`config.mk`:
```
export PLATFORM = sky130hd
export DESIGN_NAME = intgate_stack_sel
export DESIGN_NICKNAME = d
export VERILOG_FILES = /design/src/rtl/intgate_pkg.sv /design/src/rtl/intgate_field_decode.sv /design/src/rtl/intgate_stack_choose.sv /design/src/rtl/intgate_frame_align.sv /design/src/rtl/intgate_stack_sel.sv
export SDC_FILE = /design/constraint.sdc
export NUM_CORES = 1
export LEC_CHECK = 0
export BUFFER_PORTS_ARGS = -buffer_cell sky130_fd_sc_hd__buf_2
export CAP_MARGIN = 5
export CORE_AREA = 3 3 267 269
export CTS_BUF_LIST = sky130_fd_sc_hd__clkbuf_8
export CTS_CLUSTER_SIZE = 8
export DETAILED_ROUTE_END_ITERATION = 10
export DIE_AREA = 0 0 270 272
export HOLD_SLACK_MARGIN = 0.06
export PLACE_DENSITY = 0.52
export SYNTH_ARGS = -nofsm -noshare
export SYNTH_HDL_FRONTEND = slang
export SYNTH_SLANG_ARGS = --single-unit
```
`constraint.sdc`:
```
create_clock -name clk -period 4.8 [get_ports clk]
set_clock_uncertainty 0.05 [all_clocks]
set_input_delay 0.48 -clock clk [delete_from_list [all_inputs] [get_ports clk]]
set_output_delay 0.48 -clock clk [all_outputs]
set_load 0.05 [all_outputs]
```
`src/rtl/intgate_pkg.sv`:
```
package intgate_pkg;

   typedef enum logic [1:0] {
      SRC_CUR   = 2'd0,
      SRC_PRIV  = 2'd1,
      SRC_TABLE = 2'd2
   } stk_src_e;

   typedef enum logic [1:0] {
      RD_GATE = 2'd0,
      RD_SEG  = 2'd1,
      RD_SLOT = 2'd2
   } rd_kind_e;

   typedef enum logic [2:0] {
      ST_IDLE,
      ST_GREQ,
      ST_GWAIT,
      ST_SREQ,
      ST_SWAIT,
      ST_TREQ,
      ST_TWAIT,
      ST_DONE
   } seq_state_e;

   typedef struct packed {
      logic [63:0] target;
      logic [15:0] sel;
      logic [2:0]  ist;
      logic [3:0]  gtype;
   } gate_fields_t;

   localparam int SEG_DPL_LSB = 45;

endpackage

```
`src/rtl/intgate_field_decode.sv`:
```
module intgate_field_decode
   import intgate_pkg::*;
#(
   parameter int AW = 64
) (
   input  logic [127:0]   gate_raw,
   input  logic [AW-1:0]  gdt_base,
   input  logic [AW-1:0]  ldt_base,
   output gate_fields_t   fields,
   output logic [AW-1:0]  seg_addr
);
   localparam logic [15:0] SEL_IDX_MASK = 16'h00F8;
   localparam int          SEL_TI_BIT   = 2;

   logic [63:0] lo_w;
   logic [63:0] hi_w;
   logic [AW-1:0] seg_base;
   logic [15:0] sel_idx;

   assign lo_w = gate_raw[63:0];
   assign hi_w = gate_raw[127:64];

   always_comb begin
      fields.target = {hi_w[31:0], lo_w[63:48], lo_w[15:0]};
      fields.sel    = lo_w[31:16];
      fields.ist    = lo_w[34:32];
      fields.gtype  = lo_w[43:40];
   end

   assign sel_idx  = fields.sel & SEL_IDX_MASK;
   assign seg_base = fields.sel[SEL_TI_BIT] ? ldt_base : gdt_base;
   assign seg_addr = seg_base + AW'(sel_idx);

   logic unused_gate_bits;
   assign unused_gate_bits = ^{lo_w[39:35], lo_w[47:44], hi_w[63:32]};

endmodule

```
`src/rtl/intgate_stack_choose.sv`:
```
module intgate_stack_choose
   import intgate_pkg::*;
#(
   parameter int AW         = 64,
   parameter int IST_BASE   = 28,
   parameter int PRIV_BASE  = 4,
   parameter int SLOT_BYTES = 8
) (
   input  logic [2:0]     ist,
   input  logic [1:0]     tgt_dpl,
   input  logic [1:0]     cur_cpl,
   input  logic [AW-1:0]  tss_base,
   output stk_src_e       src,
   output logic           zero_ss,
   output logic [AW-1:0]  slot_addr
);
   localparam int SLOT_SHIFT = $clog2(SLOT_BYTES);
   localparam bit SLOT_POW2  = ((1 << SLOT_SHIFT) == SLOT_BYTES);

   logic [AW-1:0] ist_off;
   logic [AW-1:0] dpl_off;
   logic          lvl_change;

   generate
      if (SLOT_POW2) begin : g_shift
         assign ist_off = AW'(ist) << SLOT_SHIFT;
         assign dpl_off = AW'(tgt_dpl) << SLOT_SHIFT;
      end else begin : g_mult
         assign ist_off = AW'(ist) * AW'(SLOT_BYTES);
         assign dpl_off = AW'(tgt_dpl) * AW'(SLOT_BYTES);
      end
   endgenerate

   // Level-change decision is taken independently of the stack branch.
   assign lvl_change = (tgt_dpl != cur_cpl);
   assign zero_ss    = lvl_change;

   always_comb begin
      if (ist != 3'd0) begin
         src       = SRC_TABLE;
         slot_addr = tss_base + AW'(IST_BASE) + ist_off;
      end else if (lvl_change) begin
         src       = SRC_PRIV;
         slot_addr = tss_base + AW'(PRIV_BASE) + dpl_off;
      end else begin
         src       = SRC_CUR;
         slot_addr = tss_base;
      end
   end

endmodule

```
`src/rtl/intgate_frame_align.sv`:
```
module intgate_frame_align #(
   parameter int AW          = 64,
   parameter int ALIGN_LSB   = 4,
   parameter int FRAME_BYTES = 40,
   parameter int ERR_BYTES   = 8
) (
   input  logic [AW-1:0] raw_sp,
   input  logic          with_err,
   output logic [AW-1:0] new_sp
);
   localparam logic [AW-1:0] DROP_SHORT = AW'(FRAME_BYTES);
   localparam logic [AW-1:0] DROP_LONG  = AW'(FRAME_BYTES + ERR_BYTES);

   logic [AW-1:0] aligned;

   generate
      if (ALIGN_LSB == 0) begin : g_noalign
         assign aligned = raw_sp;
      end else begin : g_align
         assign aligned = {raw_sp[AW-1:ALIGN_LSB], {ALIGN_LSB{1'b0}}};
      end
   endgenerate

   assign new_sp = aligned - (with_err ? DROP_LONG : DROP_SHORT);

endmodule

```
`src/rtl/intgate_stack_sel.sv`:
```
module intgate_stack_sel
   import intgate_pkg::*;
#(
   parameter int VEC_W       = 8,
   parameter int AW          = 64,
   parameter int ALIGN_LSB   = 4,
   parameter int FRAME_BYTES = 40,
   parameter int ERR_BYTES   = 8,
   parameter int IST_BASE    = 28,
   parameter int PRIV_BASE   = 4,
   parameter int SLOT_BYTES  = 8
) (
   input  logic              clk,
   input  logic              rst_n,
   input  logic              req_valid,
   output logic              req_ready,
   input  logic [VEC_W-1:0]  req_vector,
   input  logic              req_err_code,
   input  logic [1:0]        req_cpl,
   input  logic [AW-1:0]     req_rsp,
   input  logic [AW-1:0]     idt_base,
   input  logic [AW-1:0]     gdt_base,
   input  logic [AW-1:0]     ldt_base,
   input  logic [AW-1:0]     tss_base,
   output logic              mem_req_valid,
   input  logic              mem_req_ready,
   output logic [1:0]        mem_req_kind,
   output logic [AW-1:0]     mem_req_addr,
   input  logic              mem_rsp_valid,
   input  logic [127:0]      mem_rsp_data,
   output logic              busy,
   output logic              res_valid,
   output logic [63:0]       res_target,
   output logic [15:0]       res_cs_sel,
   output logic [2:0]        res_ist,
   output logic [3:0]        res_gate_type,
   output logic              res_err_code,
   output logic [1:0]        res_stack_src,
   output logic [AW-1:0]     res_new_rsp,
   output logic              res_zero_ss
);
   localparam int GATE_SHIFT = 4;

   generate
      if (AW < 16) begin : g_bad_aw
         $error("intgate_stack_sel: AW must be at least 16");
      end
      if (VEC_W < 1 || VEC_W + GATE_SHIFT > AW) begin : g_bad_vec
         $error("intgate_stack_sel: VEC_W out of range");
      end
      if (ALIGN_LSB < 0 || ALIGN_LSB >= AW) begin : g_bad_align
         $error("intgate_stack_sel: ALIGN_LSB out of range");
      end
      if (SLOT_BYTES < 1 || FRAME_BYTES < 0 || ERR_BYTES < 0) begin : g_bad_sizes
         $error("intgate_stack_sel: byte counts out of range");
      end
   endgenerate

   seq_state_e    state_q;
   logic          err_q;
   logic [1:0]    cpl_q;
   logic [AW-1:0] sp_q;
   logic [AW-1:0] addr_q;
   rd_kind_e      kind_q;
   gate_fields_t  gate_q;
   stk_src_e      src_q;
   logic          zss_q;

   gate_fields_t  gate_d;
   logic [AW-1:0] seg_addr_d;
   stk_src_e      src_d;
   logic          zss_d;
   logic [AW-1:0] slot_addr_d;
   logic [AW-1:0] new_sp_d;
   logic [1:0]    seg_dpl;

   assign seg_dpl = mem_rsp_data[SEG_DPL_LSB+1:SEG_DPL_LSB];

   intgate_field_decode #(.AW(AW)) u_decode (
      .gate_raw (mem_rsp_data),
      .gdt_base (gdt_base),
      .ldt_base (ldt_base),
      .fields   (gate_d),
      .seg_addr (seg_addr_d)
   );

   intgate_stack_choose #(
      .AW(AW), .IST_BASE(IST_BASE), .PRIV_BASE(PRIV_BASE), .SLOT_BYTES(SLOT_BYTES)
   ) u_choose (
      .ist       (gate_q.ist),
      .tgt_dpl   (seg_dpl),
      .cur_cpl   (cpl_q),
      .tss_base  (tss_base),
      .src       (src_d),
      .zero_ss   (zss_d),
      .slot_addr (slot_addr_d)
   );

   intgate_frame_align #(
      .AW(AW), .ALIGN_LSB(ALIGN_LSB), .FRAME_BYTES(FRAME_BYTES), .ERR_BYTES(ERR_BYTES)
   ) u_frame (
      .raw_sp   (sp_q),
      .with_err (err_q),
      .new_sp   (new_sp_d)
   );

   assign busy          = (state_q != ST_IDLE);
   assign req_ready     = !busy;
   assign mem_req_valid = (state_q == ST_GREQ) || (state_q == ST_SREQ) || (state_q == ST_TREQ);
   assign mem_req_kind  = kind_q;
   assign mem_req_addr  = addr_q;

   always_ff @(posedge clk) begin
      if (!rst_n) begin
         state_q <= ST_IDLE;
         err_q   <= 1'b0;
         cpl_q   <= 2'd0;
         sp_q    <= '0;
         addr_q  <= '0;
         kind_q  <= RD_GATE;
         gate_q  <= '0;
         src_q   <= SRC_CUR;
         zss_q   <= 1'b0;
      end else begin
         case (state_q)
            ST_IDLE: begin
               if (req_valid) begin
                  err_q   <= req_err_code;
                  cpl_q   <= req_cpl;
                  sp_q    <= req_rsp;
                  addr_q  <= idt_base + (AW'(req_vector) << GATE_SHIFT);
                  kind_q  <= RD_GATE;
                  state_q <= ST_GREQ;
               end
            end
            ST_GREQ: if (mem_req_ready) state_q <= ST_GWAIT;
            ST_GWAIT: begin
               if (mem_rsp_valid) begin
                  gate_q  <= gate_d;
                  addr_q  <= seg_addr_d;
                  kind_q  <= RD_SEG;
                  state_q <= ST_SREQ;
               end
            end
            ST_SREQ: if (mem_req_ready) state_q <= ST_SWAIT;
            ST_SWAIT: begin
               if (mem_rsp_valid) begin
                  src_q <= src_d;
                  zss_q <= zss_d;
                  if (src_d == SRC_CUR) begin
                     state_q <= ST_DONE;
                  end else begin
                     addr_q  <= slot_addr_d;
                     kind_q  <= RD_SLOT;
                     state_q <= ST_TREQ;
                  end
               end
            end
            ST_TREQ: if (mem_req_ready) state_q <= ST_TWAIT;
            ST_TWAIT: begin
               if (mem_rsp_valid) begin
                  sp_q    <= mem_rsp_data[AW-1:0];
                  state_q <= ST_DONE;
               end
            end
            ST_DONE: state_q <= ST_IDLE;
            default: state_q <= ST_IDLE;
         endcase
      end
   end

   always_ff @(posedge clk) begin
      if (!rst_n) begin
         res_valid     <= 1'b0;
         res_target    <= '0;
         res_cs_sel    <= '0;
         res_ist       <= '0;
         res_gate_type <= '0;
         res_err_code  <= 1'b0;
         res_stack_src <= SRC_CUR;
         res_new_rsp   <= '0;
         res_zero_ss   <= 1'b0;
      end else begin
         res_valid <= (state_q == ST_DONE);
         if (state_q == ST_DONE) begin
            res_target    <= gate_q.target;
            res_cs_sel    <= gate_q.sel;
            res_ist       <= gate_q.ist;
            res_gate_type <= gate_q.gtype;
            res_err_code  <= err_q;
            res_stack_src <= src_q;
            res_new_rsp   <= new_sp_d;
            res_zero_ss   <= zss_q;
         end
      end
   end

   logic unused_rsp_bits;
   generate
      if (AW < 128) begin : g_unused_wide
         assign unused_rsp_bits = ^{mem_rsp_data[127:AW], mem_rsp_data[44:0], mem_rsp_data[47]};
      end else begin : g_unused_full
         assign unused_rsp_bits = 1'b0;
      end
   endgenerate

endmodule

```
==> results.ini <==
[setup_path]
cp-start-kind = flop
crit_start = gate_q[5]
rr_startpoint = gate_q[5]
cp-end-kind = flop
arrival_ns = 4.15
crit_fanout = 17
required_ns = 5.26
critPathKind = reg -> reg

[cts]
cts_buffers = 73
cts_buffer_depth = 3
cts.sinks = 375
root_buffer = clkbuf_8
clkLatencyLatePin_ns = 0.66
post_cts_resized = 0
h-tree-depth = 3
cts_tree = built
clk_pin_slew_ns = 0.06

[power]
p_per_area_mw_per_mm2 = 322
finalPower_uw = 9070
p_leak_uw = 0.0117
irDropWorstVdd_uv = 184

[floorplanning]
dieHeight_um = 272
initial_core_util_pct = 31.1
fp-row-count = 96
chipWidth_um = 270
core_area_sq_mm = 0.0688
io_pins = 689
die-area_sq_mm = 0.0734

[yosys]
synthTopCellsByArea = dfxtp_1 35%, nand2_1 8.9%, a21oi_1 6.8%, mux2i_1 5.6%, xnor2_1 4.0%
synthDistinctLibCells = 74
synthCells = 2783
syn_area_per_cell_sq_um = 7.69
yosysTopAreaCell = dfxtp_1
synth_top_cell_area_share_pct = 35.1
ys_seq_area_share_pct = 35.1
synth_edf_count = 0
async_flop_share_pct = 0
synth_warnings = 0
syn-cell-area_sq_mm = 0.0214
ys.flop_type = dfxtp_1
synth-seq-cells = 375

[detailed_routing]
initialDrtViolationCount = 2030
via_count = 23557
vias_per_cell = 5.28
avgRoutedWirePerCell_um = 22.0
ant_nets = 0
routed_wl_mm = 97.9
drc = 0
dr.pass1.iters = 6

[run_status]
status = finished clean

[cells_and_area]
postLayoutCoreUtil_pct = 40.9
nets = 3948
area_growth_pct = 31.4
layout_commonest_cell = buf_2
drive_gt1_share_pct = 24.5
final_cell_mix = 647 x buf_2, 504 x nand2_1, 375 x dfxtp_1

[run]
maxCapViolCount = 0

[timing]
finalSetupTns_ns = 0
setup_viol = 0
hold_viol_final = 0
slew_headroom_pct = 20.8
fmax_mhz = 271
tightest_slew_ns = 1.19
rsz0062_at_grt = false
post-route-period-util_pct = 76.9
min_period_ns = 3.69
slew_viol_final = 0

[global_route]
antenna_found_initial = 22
grt_pass1_wl_mm = 143
grt_max_degree = 151
overflow = 0
grt_use_total_pct = 25.4
grt_pass1_vias = 21884

[placement]
dp_hpwl_mm = 73.7
gp_congestion = 0.949
io_buffer_count = 649

[min_path]
hold_path.class = in -> reg
hp-start = req_rsp[57]

final cells by class:
type	instances	area, sq um
fill	7319	40700
multi-input combinational	2162	13000
sequential	375	7510
timing repair buffer	797	4660
clock buffer	89	1220
tap	931	1160
clock inverter	41	308
inverter	46	180
antenna	19	47.5
where the power goes:
part | total, uW | switching (uW) | internal (uW)
clock | 3390 | 1530 | 1870
combinational | 2200 | 1450 | 753
sequential | 3480 | 170 | 3310
final timing paths:
check / end / slack (ns) / cells past startpoint
hold / removal: sp_q[57] / 0.14 / 3
hold reg to reg: res_target[25] / 0.37 / 2
setup / recovery: mem_req_addr[48] / 1.11 / 11
setup reg to reg: mem_req_addr[48] / 1.11 / 11
synth_stat cells (all sizes together) (10+ instances only):
cell / n
a2111oi: 23
a211oi: 108
a21oi: 291
a221oi: 32
a22oi: 24
a31oi: 29
and3: 19
buf: 27
clkbuf: 175
dfxtp: 375
ha: 25
inv: 46
mux2: 18
mux2i: 119
nand2: 505
nand2b: 10
nand3: 79
nand3b: 13
nand4: 53
nand4b: 13
nor2: 191
nor3: 64
nor4: 64
o21ai: 124
or2: 12
or3: 17
or4: 15
xnor2: 98
xor2: 98
kinds of logic after synthesis:
logic type / share of synthesized area, %
xor+xnor: 8.02
other cells: 0.0175
flops: 35.1
simple gates: 23.7
compound gates: 20.3
buf+inv: 4.48
mux: 6.51
fa+ha+maj: 1.84
sequential cells by signal, summed over array words and instances (netlist names), 2 cells and up:
register,cells
state_q,3
gate_q,87
res_new_rsp,61
res_stack_src,2
mem_req_addr,64
res_target,64
res_cs_sel,16
mem_req_kind,2
res_ist,3
sp_q,60
cpl_q,2
src_q,2
res_gate_type,4
worst max-delay path, cell delays in order (launching register included):
cell and delay, ns:
dfxtp_1 0.46, inv_1 0.08, ha_1 0.33, inv_1 0.06, ha_1 0.29, a211o_1 0.15
a21oi_1 0.10, o22a_1 0.48, or4_1 0.66, o21a_1 0.20, o21ai_0 0.54, a31oi_1 0.17
routing by layer:
metal	GRT usage, %	vias to the layer above	wire length (um)
met1	33.8	11070	42900
met4	9.76	2	3310
met3	4.77	172	7060
met5	0	-	13
li1	-	11369	-
met2	40.7	944	44600
metrics by stage:
step	cell area, sq um	std cells	hold WS (ns)	worst slack (ns)
6_report	28100	4460	0.136	1.11
2_1_floorplan	21400	2785	0.378	0.193
5_1_grt	28100	4455	0.101	0.902
3_3_place_gp	25600	4217	0.389	0.920
4_1_cts	28100	4441	0.0605	1.22
3_5_place_dp	25600	4217	0.393	0.861
timing repair:
action,4_1_cts,5_1_grt
hold buffers,94,0
setup buffers,0,0
endpoints found under the hold margin,94,0
No activity file was read; power rests on OpenSTA's default activity.
